## config.mk

```make
export PLATFORM = sky130hd
export DESIGN_NAME = fpu_operand_unpack
export DESIGN_NICKNAME = d
export VERILOG_FILES = /design/src/rtl/fpu_unpk_pkg.sv /design/src/rtl/fpu_unpk_lzc.sv /design/src/rtl/fpu_unpk_decode.sv /design/src/rtl/fpu_operand_unpack.sv
export SDC_FILE = /design/constraint.sdc
export NUM_CORES = 1
export LEC_CHECK = 0
export BUFFER_PORTS_ARGS = -buffer_cell sky130_fd_sc_hd__buf_2
export CORE_MARGIN = 1.5
export CORE_UTILIZATION = 43
export CTS_BUF_LIST = sky130_fd_sc_hd__clkbuf_8
export DETAILED_ROUTE_END_ITERATION = 6
export PLACE_DENSITY = 0.72
export SETUP_SLACK_MARGIN = 0.15
export SLEW_MARGIN = 0
export SYNTH_ARGS = -nofsm -noshare
export SYNTH_HDL_FRONTEND = slang
export SYNTH_SLANG_ARGS = --single-unit
```

## constraint.sdc

```tcl
create_clock -name clk_i -period 4.1 [get_ports clk_i]
set_clock_uncertainty 0.05 [all_clocks]
set_input_delay 0.82 -clock clk_i [delete_from_list [all_inputs] [get_ports clk_i]]
set_output_delay 0.82 -clock clk_i [all_outputs]
set_load 0.01 [all_outputs]
```

## src/rtl/fpu_unpk_pkg.sv

```systemverilog
package fpu_unpk_pkg;

   typedef enum logic [2:0] {
      CLS_ZERO   = 3'd0,
      CLS_NORMAL = 3'd1,
      CLS_INF    = 3'd2,
      CLS_QNAN   = 3'd3,
      CLS_SNAN   = 3'd4
   } fp_class_e;

endpackage

```

## src/rtl/fpu_unpk_lzc.sv

```systemverilog
module fpu_unpk_lzc #(
   parameter int W  = 23,
   parameter int CW = $clog2(W + 1)
) (
   input  logic [W-1:0]  in_i,
   output logic [CW-1:0] cnt_o
);

   if (W < 2) begin : g_bad_w
      $error("fpu_unpk_lzc: W must be at least 2");
   end

   always_comb begin
      cnt_o = CW'(W);
      for (int i = 0; i < W; i++) begin
         if (in_i[i]) cnt_o = CW'(W - 1 - i);
      end
   end

endmodule

```

## src/rtl/fpu_unpk_decode.sv

```systemverilog
module fpu_unpk_decode
   import fpu_unpk_pkg::*;
#(
   parameter int EXP_W  = 8,
   parameter int MAN_W  = 23,
   parameter int FRAC_W = 64,
   parameter int EXPO_W = EXP_W + 2
) (
   input  logic [EXP_W+MAN_W:0]     operand_i,
   input  logic                     flush_den_i,
   output logic [2:0]               class_o,
   output logic                     sign_o,
   output logic signed [EXPO_W-1:0] exp_o,
   output logic [FRAC_W-1:0]        frac_o,
   output logic                     in_denorm_o
);

   localparam int BIAS = (1 << (EXP_W - 1)) - 1;
   localparam int PAD  = FRAC_W - 1 - MAN_W;
   localparam int CW   = $clog2(MAN_W + 1);

   if (PAD < 1) begin : g_bad_frac
      $error("fpu_unpk_decode: FRAC_W must exceed MAN_W + 1");
   end
   if (EXPO_W < EXP_W + 2) begin : g_bad_expo
      $error("fpu_unpk_decode: EXPO_W too narrow for subnormal range");
   end

   logic [EXP_W-1:0] exp_fld;
   logic [MAN_W-1:0] man_fld;
   logic             exp_zero, exp_ones, man_zero;
   logic [CW-1:0]    lz;
   logic [MAN_W-1:0] man_norm;
   logic signed [EXPO_W-1:0] exp_biased_rm, exp_sub;

   assign sign_o   = operand_i[EXP_W+MAN_W];
   assign exp_fld  = operand_i[EXP_W+MAN_W-1:MAN_W];
   assign man_fld  = operand_i[MAN_W-1:0];
   assign exp_zero = (exp_fld == '0);
   assign exp_ones = (exp_fld == '1);
   assign man_zero = (man_fld == '0);

   fpu_unpk_lzc #(.W(MAN_W), .CW(CW)) lzc_i (
      .in_i  (man_fld),
      .cnt_o (lz)
   );

   // shift past the leading one; it becomes the explicit top bit
   assign man_norm      = man_fld << ({1'b0, lz} + 1'b1);
   assign exp_biased_rm = $signed(EXPO_W'(exp_fld)) - $signed(EXPO_W'(BIAS));
   assign exp_sub       = $signed(EXPO_W'(0)) - $signed(EXPO_W'(BIAS))
                          - $signed(EXPO_W'(lz));

   always_comb begin
      class_o     = CLS_ZERO;
      exp_o       = '0;
      frac_o      = '0;
      in_denorm_o = 1'b0;
      if (exp_zero) begin
         if (!man_zero) begin
            if (flush_den_i) begin
               in_denorm_o = 1'b1;
            end else begin
               class_o = CLS_NORMAL;
               exp_o   = exp_sub;
               frac_o  = {1'b1, man_norm, {PAD{1'b0}}};
            end
         end
      end else if (!exp_ones) begin
         class_o = CLS_NORMAL;
         exp_o   = exp_biased_rm;
         frac_o  = {1'b1, man_fld, {PAD{1'b0}}};
      end else if (man_zero) begin
         class_o = CLS_INF;
         exp_o   = exp_biased_rm;
      end else begin
         class_o = man_fld[MAN_W-1] ? CLS_QNAN : CLS_SNAN;
         exp_o   = exp_biased_rm;
         frac_o  = {1'b0, man_fld, {PAD{1'b0}}};
      end
   end

endmodule

```

## src/rtl/fpu_operand_unpack.sv

```systemverilog
module fpu_operand_unpack #(
   parameter int EXP_W     = 8,
   parameter int MAN_W     = 23,
   parameter int FRAC_W    = 64,
   parameter bit REGISTERED = 1'b1,
   localparam int OP_W     = EXP_W + MAN_W + 1,
   localparam int EXPO_W   = EXP_W + 2
) (
   input  logic                     clk_i,
   input  logic                     rst_ni,
   input  logic                     in_valid_i,
   input  logic [OP_W-1:0]          operand_i,
   input  logic                     flush_den_i,
   output logic                     out_valid_o,
   output logic [2:0]               class_o,
   output logic                     sign_o,
   output logic signed [EXPO_W-1:0] exp_o,
   output logic [FRAC_W-1:0]        frac_o,
   output logic                     in_denorm_o
);

   logic [2:0]               d_class;
   logic                     d_sign;
   logic signed [EXPO_W-1:0] d_exp;
   logic [FRAC_W-1:0]        d_frac;
   logic                     d_den;

   fpu_unpk_decode #(
      .EXP_W(EXP_W), .MAN_W(MAN_W), .FRAC_W(FRAC_W), .EXPO_W(EXPO_W)
   ) dec_i (
      .operand_i   (operand_i),
      .flush_den_i (flush_den_i),
      .class_o     (d_class),
      .sign_o      (d_sign),
      .exp_o       (d_exp),
      .frac_o      (d_frac),
      .in_denorm_o (d_den)
   );

   if (REGISTERED) begin : g_reg
      always_ff @(posedge clk_i) begin
         if (!rst_ni) begin
            out_valid_o <= 1'b0;
            class_o     <= '0;
            sign_o      <= 1'b0;
            exp_o       <= '0;
            frac_o      <= '0;
            in_denorm_o <= 1'b0;
         end else begin
            out_valid_o <= in_valid_i;
            class_o     <= d_class;
            sign_o      <= d_sign;
            exp_o       <= d_exp;
            frac_o      <= d_frac;
            in_denorm_o <= d_den & in_valid_i;
         end
      end
   end else begin : g_comb
      assign out_valid_o = in_valid_i;
      assign class_o     = d_class;
      assign sign_o      = d_sign;
      assign exp_o       = d_exp;
      assign frac_o      = d_frac;
      assign in_denorm_o = d_den & in_valid_i;
   end

endmodule

```

==> results.toml <==
[cts]
clk_transition_reported_paths_ns = 0.08
tritoncts = "built"
cts.sink_count = 39
numCtsBuffers = 5
cts_max_path_buffers = 2
cts_hold_buf = 0
clk_root_buf = "clkbuf_8"
htree_num_levels = 2

[pwr]
power.clock.fraction_pct = 25.5
power_leakage_uw = 0.00206
power_switching_share_pct = 35.7
total_switching_power_uw = 449
cell_internal_pwr_uw = 808
power_frac_comb_pct = 42.4
fin_total_pwr_uw = 1260
cellPowerDensity_nw_per_um2 = 273
seqPwrFrac_pct = 32.2
power.ir.vdd_worst_mv = 0.180

[outcome]
failed_checks = "DRC"
status = "finished, violations left"

[die]
effective_utilization_at_floorplan_pct = 44.5
die-area_um2 = 9120
ioPinCount = 116
rows = 33
chipHeight_um = 95.5
die_w_um = 95.5
core_region_area_um2 = 8260

[cells_and_area]
drive_above_1_share_pct = 32.1
finalNetCount = 631
register_area_um2 = 781
antenna_fix_cells = 0
area_of_the_multi_input_gates_um2 = 2650
syn2layout_area_growth_pct = 25.2
final.fill_count = 812

[drt]
drt_pre_antenna_iters = 7
drt_drc_violations_left = 3
dr_total_vias = 4237
initialDrtViolationCount = 509
ant_nets = 0
wirelength_um = 13400
vias_per_cell = 6.09
route.detailed.wl_per_inst_um = 19.2

[sta]
worst_pin_slew_ns = 0.808
whs_ns = 0.683
grt_setup_unrepaired = "yes"
finalCriticalPeriod_ns = 3.81
timing.slew.headroom_pct = 45.9
layout_worst_path_cycle_share_pct = 93.0
number_of_hold_slack_violations_in_the_final_timing_report = 0
finalMaxSlewViolations = 0
highest_achievable_clock_rate_ghz = 0.262
setup-violations-final = 0

[yosys]
post_synth_inst_count = 494
area_leader_netlist = "dfxtp_1"
ff_latch_count_synth = 39
synthesis.area_per_instance_um2 = 7.44
share_of_the_synthesized_netlist_area_taken_by_xor_and_xnor_gates_pct = 2.55
most_common_cell_in_the_synthesized_netlist = "nand2_1"
yosys_warnings = 0
complex_gate_fraction_of_the_synthesized_area_pct = 26.5
main_combinational_cell_family_by_area_after_synthesis = "compound AO/OA/AOI/OAI gates"
ys_top_cells_by_area = "dfxtp_1, buf_4, nand2_1"
ys_types = 67
synth_async_sr_flop_share_pct = 0
synth-simple-area-share_pct = 21.8
yosys.area.top_type_share_pct = 21.2
seq_total_area_yosys_pct = 21.2
synth_edf_count = 0
synth_commonest_cells = "nand2_1, nor2_1, buf_4, dfxtp_1, clkbuf_1"
synth_flop_cell = "dfxtp_1"
synth_fa_ha_area_share_pct = 1.70
netlist_area_um2 = 3680
post_synth_mux_area_share_pct = 11.0

[placed_design]
portBuffers = 75
detailed_place_hpwl_um = 9890
place_congestion = 0.975

[global_routing]
globalRouteOverflowTotal = 0
grt_pass1_vias = 3788
grt_antenna_before_repair = 0
globalRouteTotalUtil_pct = 29.5
pin_count_of_the_biggest_net_entering_global_routing = 31
grt_first_pass_wirelength_um = 20400

[setup_path]
critical_path.startpoint_type = "input pin"
critical_path.endpoint_type = "flip-flop"
cp.required_ns = 4.26
path_max_fanout = 7
kind_of_critical_path = "input pin to flip-flop"
timing.critical_path.arrival_ns = 3.97

[run]
max_cap_violations = 0

[min_path]
min_path_type = "input pin to flip-flop"
-- worst max-delay path: stages --
cell      delay [ns]
buf_8           0.08
nor2_4          0.04
nor3_4          0.16
nor3_2          0.06
nor3_1          0.18
nor3_1          0.09
o31ai_2         0.31
a211oi_2        0.13
o31ai_2         0.27
inv_1           0.13
ha_4            0.30
inv_4           0.04
buf_6           0.13
buf_4           0.13
mux4_2          0.31
o311ai_1        0.10
buf_4           0.19
mux2i_2         0.10
a22o_1          0.25
a22oi_1         0.16
-- power by group through the flow --
stage	sequential (uW)	clock, uW	combinational [uW]
after floorplan	426	0	302
after global placement	413	0	460
after detailed placement	413	0	463
after CTS	404	325	467
after global routing	407	341	567
final	404	320	532
-- metal layers --
metal	global-route usage, %	wire length, um
met1	38.6	5270
met2	47.2	5950
met3	3.35	1440
met4	15.8	718
met5	0	0
-- kinds of logic (layout without fill, tap and decap cells) --
| kind of cell | after synthesis | count (layout) |
|---|---|---|
| multiplexers | 29 | 29 |
| AND/OR/NAND/NOR | 171 | 171 |
| flip-flops | 39 | 39 |
| AO/OA/AOI/OAI | 140 | 140 |
| other | 1 | 40 |
| buffers and inverters | 100 | 158 |
| adder cells (fa/ha/maj) | 5 | 5 |
| XOR/XNOR | 9 | 9 |
-- flip-flops by register name, indices dropped and copies added (netlist names) --
name and cells:
frac_o 24, in_denorm_o 1, out_valid_o 1, exp_o 9, sign_o 1, class_o 3
-- path summary, 6_finish.rpt --
kind / start / endpoint / cells past startpoint
worst min-delay path: operand_i[31] / sign_o / 2
worst max-delay path: operand_i[1] / frac_o[58] / 20
-- cell usage in the layout (no fill, tap or decap), types with 6 or more instances in the layout --
cell type / Yosys / layout
o211ai_1: 9 / 9
a21oi_1: 23 / 22
nand2_1: 55 / 55
buf_6: 0 / 6
a31oi_1: 6 / 6
mux2i_1: 18 / 14
nand4_1: 6 / 6
and2_1: 6 / 6
conb_1: 1 / 40
buf_4: 43 / 55
dfxtp_1: 39 / 39
buf_2: 11 / 72
inv_1: 12 / 11
nor4_1: 7 / 6
nand3_1: 11 / 11
o22ai_1: 11 / 11
nor3_1: 15 / 13
nor2_1: 45 / 42
o21ai_0: 25 / 24
mux4_2: 9 / 9
-- repair_timing --
| action | CTS | global route |
|---|---|---|
| setup buffers | 0 | 5 |
| setup endpoints to repair | 3 | 16 |
| pin swaps | 0 | 14 |
| resized for setup | 3 | 45 |
-- cell type report --
type	count	share of cell area (%)
multi-input cells	394	57.4
inverters	15	1.28
repair buffers	135	19.0
clock buffers	5	1.49
clock inverters	3	0.951
flip-flops and latches	39	17.0
well taps	105	2.85
-- stage by stage --
step | cell area, um^2 | setup slack (ns) | instances | TNS [ns] | utilization [%]
final | 4600 | 0.285 | 696 | 0 | 55.8
after global routing | 4600 | 0.108 | 696 | 0 | 55.8
after CTS | 4380 | 0.219 | 691 | 0 | 53.0
after detailed placement | 4250 | -0.317 | 683 | -0.919 | 51.5
after global placement | 4250 | -0.289 | 683 | -0.695 | 51.5
after floorplan | 3830 | 0.101 | 533 | 0 | -
Note: power is estimated with default switching activity, not from simulation.
